===== config.mk =====
export PLATFORM = sky130hd
export DESIGN_NAME = gpio_port
export DESIGN_NICKNAME = d
export VERILOG_FILES = /design/src/rtl/gpio_pkg.sv /design/src/rtl/gpio_cfg_regs.sv /design/src/rtl/gpio_in_sync.sv /design/src/rtl/gpio_data_reg.sv /design/src/rtl/gpio_port.sv
export SDC_FILE = /design/constraint.sdc
export NUM_CORES = 1
export LEC_CHECK = 0
export BUFFER_PORTS_ARGS = -buffer_cell sky130_fd_sc_hd__clkbuf_2
export CORE_MARGIN = 4
export CORE_UTILIZATION = 52
export DETAILED_ROUTE_END_ITERATION = 10
export PLACE_DENSITY_LB_ADDON = 0.25
export SETUP_SLACK_MARGIN = 0.3
export SLEW_MARGIN = 20
export SYNTH_ARGS = -nofsm -noshare
export SYNTH_HDL_FRONTEND = slang
export SYNTH_SLANG_ARGS = --single-unit
export TNS_END_PERCENT = 1

===== constraint.sdc =====
create_clock -name clk -period 1.37 [get_ports clk]
set_input_delay 0.2055 -clock clk [delete_from_list [all_inputs] [get_ports clk]]
set_output_delay 0.2055 -clock clk [all_outputs]
set_load 0.01 [all_outputs]

===== src/rtl/gpio_pkg.sv =====
// gpio_pkg: register offsets shared by the port, its checker and its bench.
// Assumes a 4-bit offset field on the register interface.
package gpio_pkg;
    localparam int ADDR_W = 4;

    typedef enum logic [ADDR_W-1:0] {
        REG_DATA  = 4'd0,
        REG_SET   = 4'd1,
        REG_CLR   = 4'd2,
        REG_TGL   = 4'd3,
        REG_DIR   = 4'd4,
        REG_FEN   = 4'd5,
        REG_SENSE = 4'd6,
        REG_POL   = 4'd7,
        REG_PINS  = 4'd8
    } reg_addr_e;
endpackage


===== src/rtl/gpio_cfg_regs.sv =====
// gpio_cfg_regs: per-pin configuration registers (direction, function-enable,
// sensitivity, polarity). Assumes writes are single-cycle strobes.
module gpio_cfg_regs
    import gpio_pkg::*;
#(
    parameter int WIDTH = 16
) (
    input  logic                  clk,
    input  logic                  rst_n,
    input  logic                  wr_en,
    input  logic [ADDR_W-1:0]     addr,
    input  logic [WIDTH-1:0]      wdata,
    output logic [WIDTH-1:0]      dir_q,
    output logic [WIDTH-1:0]      fen_q,
    output logic [WIDTH-1:0]      sense_q,
    output logic [WIDTH-1:0]      pol_q
);
    // Load each configuration register when its offset is written.
    always_ff @(posedge clk) begin
        if (!rst_n) begin
            dir_q   <= '0;
            fen_q   <= '0;
            sense_q <= '0;
            pol_q   <= '0;
        end else if (wr_en) begin
            case (reg_addr_e'(addr))
                REG_DIR:   dir_q   <= wdata;
                REG_FEN:   fen_q   <= wdata;
                REG_SENSE: sense_q <= wdata;
                REG_POL:   pol_q   <= wdata;
                default: ;
            endcase
        end
    end
endmodule


===== src/rtl/gpio_in_sync.sv =====
// gpio_in_sync: a synchronizer chain per pin, plus one history flop.
// Produces the synchronized level and a one-cycle edge pulse. The polarity
// input picks the edge. Assumes SYNC_STAGES >= 2.
module gpio_in_sync #(
    parameter int WIDTH       = 16,
    parameter int SYNC_STAGES = 2
) (
    input  logic             clk,
    input  logic             rst_n,
    input  logic [WIDTH-1:0] pin_in,
    input  logic [WIDTH-1:0] pol,
    output logic [WIDTH-1:0] level,
    output logic [WIDTH-1:0] edge_hit
);
    localparam int LAST = SYNC_STAGES - 1;

    logic [WIDTH-1:0] stage_q [SYNC_STAGES];
    logic [WIDTH-1:0] prev_q;

    // First synchronizer stage samples the raw pins.
    always_ff @(posedge clk) begin
        if (!rst_n) stage_q[0] <= '0;
        else        stage_q[0] <= pin_in;
    end

    // Remaining synchronizer stages shift the sample along the chain.
    for (genvar s = 1; s < SYNC_STAGES; s++) begin : g_stage
        always_ff @(posedge clk) begin
            if (!rst_n) stage_q[s] <= '0;
            else        stage_q[s] <= stage_q[s-1];
        end
    end

    // History flop holds the previous synchronized sample for edge detection.
    always_ff @(posedge clk) begin
        if (!rst_n) prev_q <= '0;
        else        prev_q <= stage_q[LAST];
    end

    assign level = stage_q[LAST];

    // Per pin: choose a rising or falling transition according to polarity.
    for (genvar b = 0; b < WIDTH; b++) begin : g_edge
        always_comb begin
            if (pol[b]) edge_hit[b] = prev_q[b] & ~level[b];
            else        edge_hit[b] = level[b] & ~prev_q[b];
        end
    end
endmodule


===== src/rtl/gpio_data_reg.sv =====
// gpio_data_reg: the port data register with whole, set, clear and toggle
// updates. Level-sensitive inputs track the pin. Edge captures on
// edge-sensitive inputs override any same-cycle write. Assumes at most one
// write strobe is active per cycle.
module gpio_data_reg #(
    parameter int WIDTH = 16
) (
    input  logic             clk,
    input  logic             rst_n,
    input  logic             wr_data,
    input  logic             wr_set,
    input  logic             wr_clr,
    input  logic             wr_tgl,
    input  logic [WIDTH-1:0] wdata,
    input  logic [WIDTH-1:0] dir,
    input  logic [WIDTH-1:0] sense,
    input  logic [WIDTH-1:0] level,
    input  logic [WIDTH-1:0] edge_hit,
    output logic [WIDTH-1:0] data_q
);
    logic [WIDTH-1:0] sw_next;
    logic [WIDTH-1:0] data_d;

    // Software view: the value the write alone would leave in the register.
    always_comb begin
        if (wr_data)     sw_next = wdata;
        else if (wr_set) sw_next = data_q | wdata;
        else if (wr_clr) sw_next = data_q & ~wdata;
        else if (wr_tgl) sw_next = data_q ^ wdata;
        else             sw_next = data_q;
    end

    // Per bit: the pin source (level or capture) takes precedence over software.
    for (genvar b = 0; b < WIDTH; b++) begin : g_bit
        always_comb begin
            if (!dir[b] && !sense[b])        data_d[b] = level[b];
            else if (!dir[b] && edge_hit[b]) data_d[b] = 1'b1;
            else                             data_d[b] = sw_next[b];
        end
    end

    // Data register update.
    always_ff @(posedge clk) begin
        if (!rst_n) data_q <= '0;
        else        data_q <= data_d;
    end
endmodule


===== src/rtl/gpio_port.sv =====
// gpio_port: 16-pin general-purpose I/O port with bit-addressable data
// updates. The register read is combinational. Pins are asynchronous and are
// synchronized internally.
module gpio_port
    import gpio_pkg::*;
#(
    parameter int WIDTH       = 16,
    parameter int SYNC_STAGES = 2
) (
    input  logic              clk,
    input  logic              rst_n,
    input  logic              bus_wr,
    input  logic [ADDR_W-1:0] bus_addr,
    input  logic [WIDTH-1:0]  bus_wdata,
    output logic [WIDTH-1:0]  bus_rdata,
    input  logic [WIDTH-1:0]  pin_in,
    output logic [WIDTH-1:0]  pin_out,
    output logic [WIDTH-1:0]  pin_oe,
    output logic              port_flag
);
    logic [WIDTH-1:0] dir_q, fen_q, sense_q, pol_q;
    logic [WIDTH-1:0] pin_sync, edge_hit, data_q;
    logic             wr_data, wr_set, wr_clr, wr_tgl;

    // Decode the write strobes that target the data register and its aliases.
    always_comb begin
        wr_data = bus_wr && (bus_addr == REG_DATA);
        wr_set  = bus_wr && (bus_addr == REG_SET);
        wr_clr  = bus_wr && (bus_addr == REG_CLR);
        wr_tgl  = bus_wr && (bus_addr == REG_TGL);
    end

    gpio_cfg_regs #(.WIDTH(WIDTH)) u_cfg (
        .clk     (clk),
        .rst_n   (rst_n),
        .wr_en   (bus_wr),
        .addr    (bus_addr),
        .wdata   (bus_wdata),
        .dir_q   (dir_q),
        .fen_q   (fen_q),
        .sense_q (sense_q),
        .pol_q   (pol_q)
    );

    gpio_in_sync #(.WIDTH(WIDTH), .SYNC_STAGES(SYNC_STAGES)) u_sync (
        .clk      (clk),
        .rst_n    (rst_n),
        .pin_in   (pin_in),
        .pol      (pol_q),
        .level    (pin_sync),
        .edge_hit (edge_hit)
    );

    gpio_data_reg #(.WIDTH(WIDTH)) u_data (
        .clk      (clk),
        .rst_n    (rst_n),
        .wr_data  (wr_data),
        .wr_set   (wr_set),
        .wr_clr   (wr_clr),
        .wr_tgl   (wr_tgl),
        .wdata    (bus_wdata),
        .dir      (dir_q),
        .sense    (sense_q),
        .level    (pin_sync),
        .edge_hit (edge_hit),
        .data_q   (data_q)
    );

    // Read mux: the data register and all three aliases return the same contents.
    always_comb begin
        case (reg_addr_e'(bus_addr))
            REG_DATA, REG_SET, REG_CLR, REG_TGL: bus_rdata = data_q;
            REG_DIR:   bus_rdata = dir_q;
            REG_FEN:   bus_rdata = fen_q;
            REG_SENSE: bus_rdata = sense_q;
            REG_POL:   bus_rdata = pol_q;
            REG_PINS:  bus_rdata = pin_sync;
            default:   bus_rdata = '0;
        endcase
    end

    // Pin drive: output only when the pin is an output and the function-enable bit is clear.
    always_comb begin
        pin_out   = data_q;
        pin_oe    = dir_q & ~fen_q;
        port_flag = |(data_q & ~dir_q);
    end
endmodule


==> metrics.md, run 1 <==
| Metric | Value |
|---|---|
| Outcome | finished with violations |
| Failing checks | negative setup slack |
| CTS Root Cell | clkbuf_16 |
| Area of the multi-input gates | 4051 µm² |
| Port Buffers | 87 |
| Vias in the first global route | 6656 |
| Die span in y | 120.2 µm |
| Slew Viols, Final | 0 |
| Mapped Nets | 808 |
| Synth warnings | 0 |
| Fin area | 9778 µm² |
| CP top delay family | flip-flops |
| DRT iter0 DRCs | 658 |
| Fillers | 707 |
| Power per cell area | 1042 nW/µm² |
| Final period utilization | 128.2% |
| Final setup violation count | 35 |
| CTS tree | done |
| DRC Markers | 0 |
| Placer Congestion | 0.8743 |
| Core Area | 12160 µm² |
| Sink Count | 128 |
| Average wire per standard cell | 19.77 µm |
| FP Rows | 40 |
| Origin of the worst setup path | u_data.data_q[5]$_SDFFE_PN0P_ |
| Post-route ant nets | 0 |
| Clock latency at the later pin of the worst-skew pair | 430 ps |
| Leak | 4.198 nW |
| Worst hold margin | 151.8 ps |
| Slowest stage delay, CP | 340 ps |
| Synth area leader | dfxtp_1 |
| Final core utilization | 80.40% |
| Max clock buf depth | 2 |
| Layout cells sized above 1 | 43.84% |
| Least-Margin Pin Slew | 331.5 ps |
| Seq/Total Area, Yosys | 39.17% |
| Max frequency | 0.5692 GHz |
| Synth Register Bits | 128 |
| Critical path, cell by cell | inv_4 -> buf_6 -> o22ai_4 -> a221oi_2 -> nand4_1 -> buf_2 |
| Detailed Routing Iterations Pass 1 | 6 |
| GR Layer Usage met1 | 34.19% |
| Final Hold Vio Count | 0 |
| Data arrival time of the worst path | 1550 ps |
| CTS Buf Count | 17 |
| Max Cap Violations | 0 |
| Distinct cells, synth | 32 |
| Worst Path Buf+Inv | 3 |
| First-pass GRT wire length | 34020 µm |
| Tot Pwr | 10.19 mW |
| Syn avg cell area | 8.876 µm² |
| Total grt overflow | 0 |
| WS Path Type | flop to output pin |
| Final worst setup slack | -386.7 ps |
| Unrepaired setup endpoints after global routing | true |
| Largest net degree at the start of global routing | 46 |
| Hold Crit Start | bus_wdata[14] |
| Worst-path clk slew | 60 ps |
| Final min period | 1757 ps |
| VDD IR max | 1040 µV |
| Clock Skews | 5.862 ps |
| Post-synthesis to final-layout area growth | 49.48% |
| Die footprint | 14440 µm² |
| Max stage delay cell, worst path | dfxtp_2 |
| Worst setup SP type | flop |
| N_diodes | 0 |
| Area after DPL | 8149 µm² |
| Max transition margin | 77.90% |
| Top post-synthesis cells by area | dfxtp_1 39%, nand2_1 9.5%, ha_1 6.1% |
| Synth Instances | 737 |
| Initial antenna violation count | 0 |
| Die X | 120.2 µm |
| CP max FO | 3 |
| Worst Path Required | 1160 ps |
| FF/Latch Area | 2624 µm² |
| Total wire length | 22090 µm |
| Met3 Use GR | 6.692% |
| Post-DP HPWL | 14050 µm |
| Vias | 6527 |
| Worst r2r src | u_data.data_q[11]$_SDFFE_PN0P_ |
| Initial Utilization | 53.79% |
| Met2 usage | 53.92% |
| Min-Delay Path Class | primary input to flop |
| DR vias/cell | 5.843 |
| Io pins | 88 |
| Final nets | 1007 |
| Synth top area share | 39.17% |
| Gr busiest metal | met2 |
| Overall Global Routing Usage | 30.35% |
| Syn Std Cell Area | 6541 µm² |
| Crit end category | output pin |
| H-tree depth | 4 |
-- report_power, final --
part	leakage, nW	switching [mW]	internal (mW)	total (mW)
clock network	0.307	1.74	3.32	5.06
registers	1.06	0.0879	3.82	3.90
logic	2.83	0.591	0.634	1.22
total	4.20	2.42	7.77	10.2
-- cell usage after synthesis --
master and n:
nor2b_1 9, o22ai_1 4, and4bb_1 2, a21boi_2 10, a222oi_1 14, clkbuf_1 19
buf_6 4, nor3_1 10, nand4_1 1, a21boi_1 7, nand3b_1 16, nor4b_4 1
buf_1 1, nor2_1 24, mux2i_1 16, and2_1 53, mux4_2 16, a22oi_1 9
a21boi_0 47, buf_2 12, dfxtp_1 128, buf_4 9, nand2_1 165, a221oi_1 13
a31oi_1 9, a31o_2 16, ha_1 32, nor2_2 1, inv_1 56, a21oi_1 16
o31ai_1 16, and4b_1 1
-- worst register-to-register path: stages (launching register included) --
cell and delay [ps]:
dfxtp_2 350, inv_4 60, buf_4 120, ha_1 270, mux4_2 470, mux2i_1 150
a21oi_1 90
-- area by class of cell --
class                      count  share of cell area (%)
clock inverter                13                   2.150
inverter                      56                   2.278
multi-input combinational    508                   41.43
tap                          168                   2.150
timing repair buffer         225                   20.52
sequential                   128                   26.83
clock buffer                  19                   4.632
-- cells in the final DEF, fill, tap and decap left out, types with 6 or more instances in the layout --
master | Yosys | layout
buf_2 | 12 | 11
nand2_2 | 0 | 12
buf_6 | 4 | 46
buf_4 | 9 | 83
dfxtp_4 | 0 | 8
nand3b_1 | 16 | 16
and2_1 | 53 | 49
clkbuf_16 | 0 | 18
a21boi_1 | 7 | 16
inv_1 | 56 | 37
dlygate4sd3_1 | 0 | 16
nor2_1 | 24 | 17
nand2_1 | 165 | 142
nand2_4 | 0 | 11
dfxtp_2 | 0 | 25
o31ai_1 | 16 | 16
a21oi_1 | 16 | 16
a21boi_2 | 10 | 13
a31o_2 | 16 | 16
ha_1 | 32 | 31
clkbuf_2 | 0 | 48
buf_12 | 0 | 17
a221oi_2 | 0 | 12
dfxtp_1 | 128 | 95
nor2b_4 | 0 | 6
mux2i_1 | 16 | 16
a22oi_1 | 9 | 9
a222oi_1 | 14 | 14
a21boi_0 | 47 | 35
mux4_2 | 16 | 16
inv_2 | 0 | 14
nor3_4 | 0 | 7
-- state kept, by name, summed over array words and instances, names as in the netlist --
signal,flops
u_sync.stage_q,32
u_cfg.dir_q,16
u_cfg.fen_q,16
u_cfg.pol_q,16
u_cfg.sense_q,16
u_data.data_q,16
u_sync.prev_q,16
-- timing repair --
action | 4_1_cts | 5_1_grt
buffers inserted | 5 | 0
setup endpoints to repair | 100 | 114
pin swaps | 60 | 41
resized for setup | 164 | 88
gates cloned | 0 | 0
hold buffers | 16 | 0
hold endpoints to repair | 16 | 0
-- metal layers --
layer / routed length, µm / share of wire (%) / up-vias
met5: 0 / 0 / -
met4: 818 / 3.7 / 0
met3: 1652 / 7.5 / 77
met2: 11350 / 51 / 373
met1: 8266 / 37 / 3128
li1: - / - / 2949
-- kinds of logic (layout without fill, tap and decap cells) --
logic type               Yosys count  in the layout  synth area share [%]
AND/OR/NAND/NOR                  283            283                 20.47
AO/OA/AOI/OAI                    161            161                 19.28
buffers and inverters            101            313                 7.001
adder cells (fa/ha/maj)           32             32                 6.121
multiplexers                      32             32                 7.957
flip-flops                       128            128                 39.17
-- final timing paths --
check	endpoint	slack (ps)	cells past startpoint
worst max register to register	u_data.data_q[11]$_SDFFE_PN0P_	-260	6
worst min-delay path	u_cfg.dir_q[14]$_SDFFE_PN0P_	150	4
worst max-delay path	port_flag	-390	6
worst min register to register	u_sync.stage_q[1][0]$_SDFF_PN0_	430	1
-- metrics by stage --
stage                     worst slack (ps)  cells  TNS, ps
final                               -386.7   1117    -7338
after global routing                -445.1   1117    -9495
after CTS                           -372.5   1117    -7265
after detailed placement            -290.3   1064   -17290
after global placement              -286.1   1064   -14880
after floorplan                     -84.16    737    -2366
Note: power is estimated with default switching activity, not from simulation.
==> run 2: changes to the inputs <==
--- a/config.mk
+++ b/config.mk
@@ -8,8 +8,9 @@
 export BUFFER_PORTS_ARGS = -buffer_cell sky130_fd_sc_hd__clkbuf_2
 export CORE_MARGIN = 4
 export CORE_UTILIZATION = 52
+export CTS_BUF_LIST = sky130_fd_sc_hd__clkbuf_4 sky130_fd_sc_hd__clkbuf_8 sky130_fd_sc_hd__clkbuf_16
 export DETAILED_ROUTE_END_ITERATION = 10
-export PLACE_DENSITY_LB_ADDON = 0.25
+export PLACE_DENSITY = 0.76
 export SETUP_SLACK_MARGIN = 0.3
 export SLEW_MARGIN = 20
 export SYNTH_ARGS = -nofsm -noshare
==> metrics.md, run 2 (synthesis results as in run 1) <==
| Metric | Value |
|---|---|
| Outcome | finished with violations |
| Failing checks | negative setup slack |
| Max Cap Violations | 0 (unchanged) |
| Max transition margin | 76.40% (-1.5 points) |
| Clock Skews | 6.494 ps (+0.6326 ps) |
| Clock latency at the later pin of the worst-skew pair | 420 ps (about the same) |
| Largest Register | u_sync.stage_q |
| Io pins | 88 (unchanged) |
| Final nets | 1001 (-0.60%) |
| CP max FO | 2 (-1) |
| Die footprint | 14440 µm² (unchanged) |
| Min-Delay Path Class | primary input to flop |
| Final core utilization | 78.07% (-2.3 points) |
| Post-route ant nets | 0 (unchanged) |
| Post-synthesis to final-layout area growth | 45.14% |
| Layout cells sized above 1 | 43.27% (-0.57 points) |
| Worst hold margin | 4.990 ps (-146.8 ps) |
| Commonest non-fill, non-tap cell in the layout | nand2_1 |
| DR vias/cell | 5.878 (+0.60%) |
| Core Area | 12160 µm² (unchanged) |
| Die X | 120.2 µm (unchanged) |
| Placer Congestion | 0.9307 (+6.5%) |
| Final period utilization | 130.4% (+2.2 points) |
| Sink Count | 128 (unchanged) |
| Least-Margin Pin Slew | 353.9 ps (+22.47 ps) |
| Max stage delay cell, worst path | dfxtp_2 |
| DRC Markers | 0 (unchanged) |
| Final setup violation count | 34 (-2.9%) |
| Vias in the first global route | 6449 (-3.1%) |
| CTS Root Cell | clkbuf_16 |
| Data arrival time of the worst path | 1580 ps (+30 ps) |
| VDD IR max | 930.4 µV (-11%) |
| Slew Viols, Final | 0 (unchanged) |
| CTS Buf Count | 17 (unchanged) |
| Critical path, cell by cell | inv_1 -> buf_4 -> o22ai_2 -> a221oi_2 -> nand4_1 -> clkbuf_2 |
| CTS tree | done |
| Total wire length | 21710 µm (-1.7%) |
| Leak | 4.060 nW (-3.3%) |
| Most frequent cells in the layout | 149 x nand2_1, 95 x dfxtp_1, 85 x buf_4 |
| Crit end category | output pin |
| FP Rows | 40 (unchanged) |
| Die span in y | 120.2 µm (unchanged) |
| Tot Pwr | 9.456 mW (-7.2%) |
| Final Hold Vio Count | 0 (unchanged) |
| H-tree depth | 4 (unchanged) |
| Final worst setup slack | -417.1 ps (-30.35 ps) |
| N_diodes | 0 (unchanged) |
| Port Buffers | 87 (unchanged) |
| WS Path Type | flop to output pin |
| Initial Utilization | 53.79% (unchanged) |
| Initial antenna violation count | 0 (unchanged) |
| Max clock buf depth | 2 (unchanged) |
| Worst-path clk slew | 60 ps (about the same) |
| DRT iter0 DRCs | 793 (+21%) |
| Overall Global Routing Usage | 29.53% (-0.82 points) |
| Vias | 6531 (+0.061%) |
| Total grt overflow | 0 (unchanged) |
| Final min period | 1787 ps (+30.35 ps) |
| Worst setup SP type | flop |
| Unrepaired setup endpoints after global routing | true |
| Slowest stage delay, CP | 320 ps (-20 ps) |
| First-pass GRT wire length | 33460 µm (-1.6%) |
| Average wire per standard cell | 19.54 µm (-1.2%) |
| Worst Path Required | 1160 ps (about the same) |
| Post-DP HPWL | 14400 µm (+2.5%) |
| Largest net degree at the start of global routing | 47 (+2.2%) |
| Power per cell area | 996.0 nW/µm² (-4.4%) |
| Detailed Routing Iterations Pass 1 | 8 (+2) |
| Max frequency | 0.5596 GHz (-1.7%) |
| Max reg flops | 32 (unchanged) |
run 2: final cells by class:
cell class,instances,area [µm²]
clock buffers,23,501.7
clock inverters,9,81.33
fillers,750,2668
inverters,56,220.2
multi-input cells,508,4015
flip-flops and latches,128,2614
well taps,168,210.2
repair buffers,219,1852
run 2: power by group:
part | switching (mW) | leakage, nW | internal (mW)
Combinational | 0.571 | 2.72 | 0.596
Clock | 1.64 | 0.284 | 2.74
Sequential | 0.0865 | 1.06 | 3.82
run 2: path summary, 6_finish.rpt:
path	cells after the start	slack [ps]	startpoint	end
max reg2reg	6	-220	u_data.data_q[8]$_SDFFE_PN0P_	u_data.data_q[8]$_SDFFE_PN0P_
min	2	5	pin_in[7]	u_sync.stage_q[0][7]$_SDFF_PN0_
min reg2reg	1	430	u_sync.stage_q[0][12]$_SDFF_PN0_	u_sync.stage_q[1][12]$_SDFF_PN0_
max	6	-420	u_data.data_q[12]$_SDFFE_PN0P_	port_flag
run 2: critical path, delay by kind of cell, from the launching register on:
kind	cells	cell delay, ps
DFF	1	320
buffers and inverters	3	390
AOI/OAI and AO/OA	2	270
and+or+nand+nor	1	170
run 2: stage by stage:
step / instance area, µm² / std cells / TNS, ps / worst slack, ps
after detailed placement: 8036 / 1064 / -17870 / -325.5
after global routing: 9494 / 1111 / -9577 / -494.2
final: 9494 / 1111 / -7340 / -417.1
after global placement: 8036 / 1064 / -13230 / -230.6
after CTS: 9184 / 1111 / -7613 / -405.6
after floorplan: 6704 / 737 / -2366 / -84.16
run 2: metal layers:
metal,global-route usage (%),wire [µm]
met2,51.91,11010
met3,6.503,1663
met5,0,0
met1,34.38,8049
met4,12.96,990
run 2: timing repair:
item                                   in CTS  in global routing
endpoints found under the hold margin      12                  0
hold buffers                               12                  0
gates resized for setup                   141                114
gates cloned                                0                  0
setup endpoints to repair                 114                123
pin swaps                                  39                 47
setup buffers                               3                  0
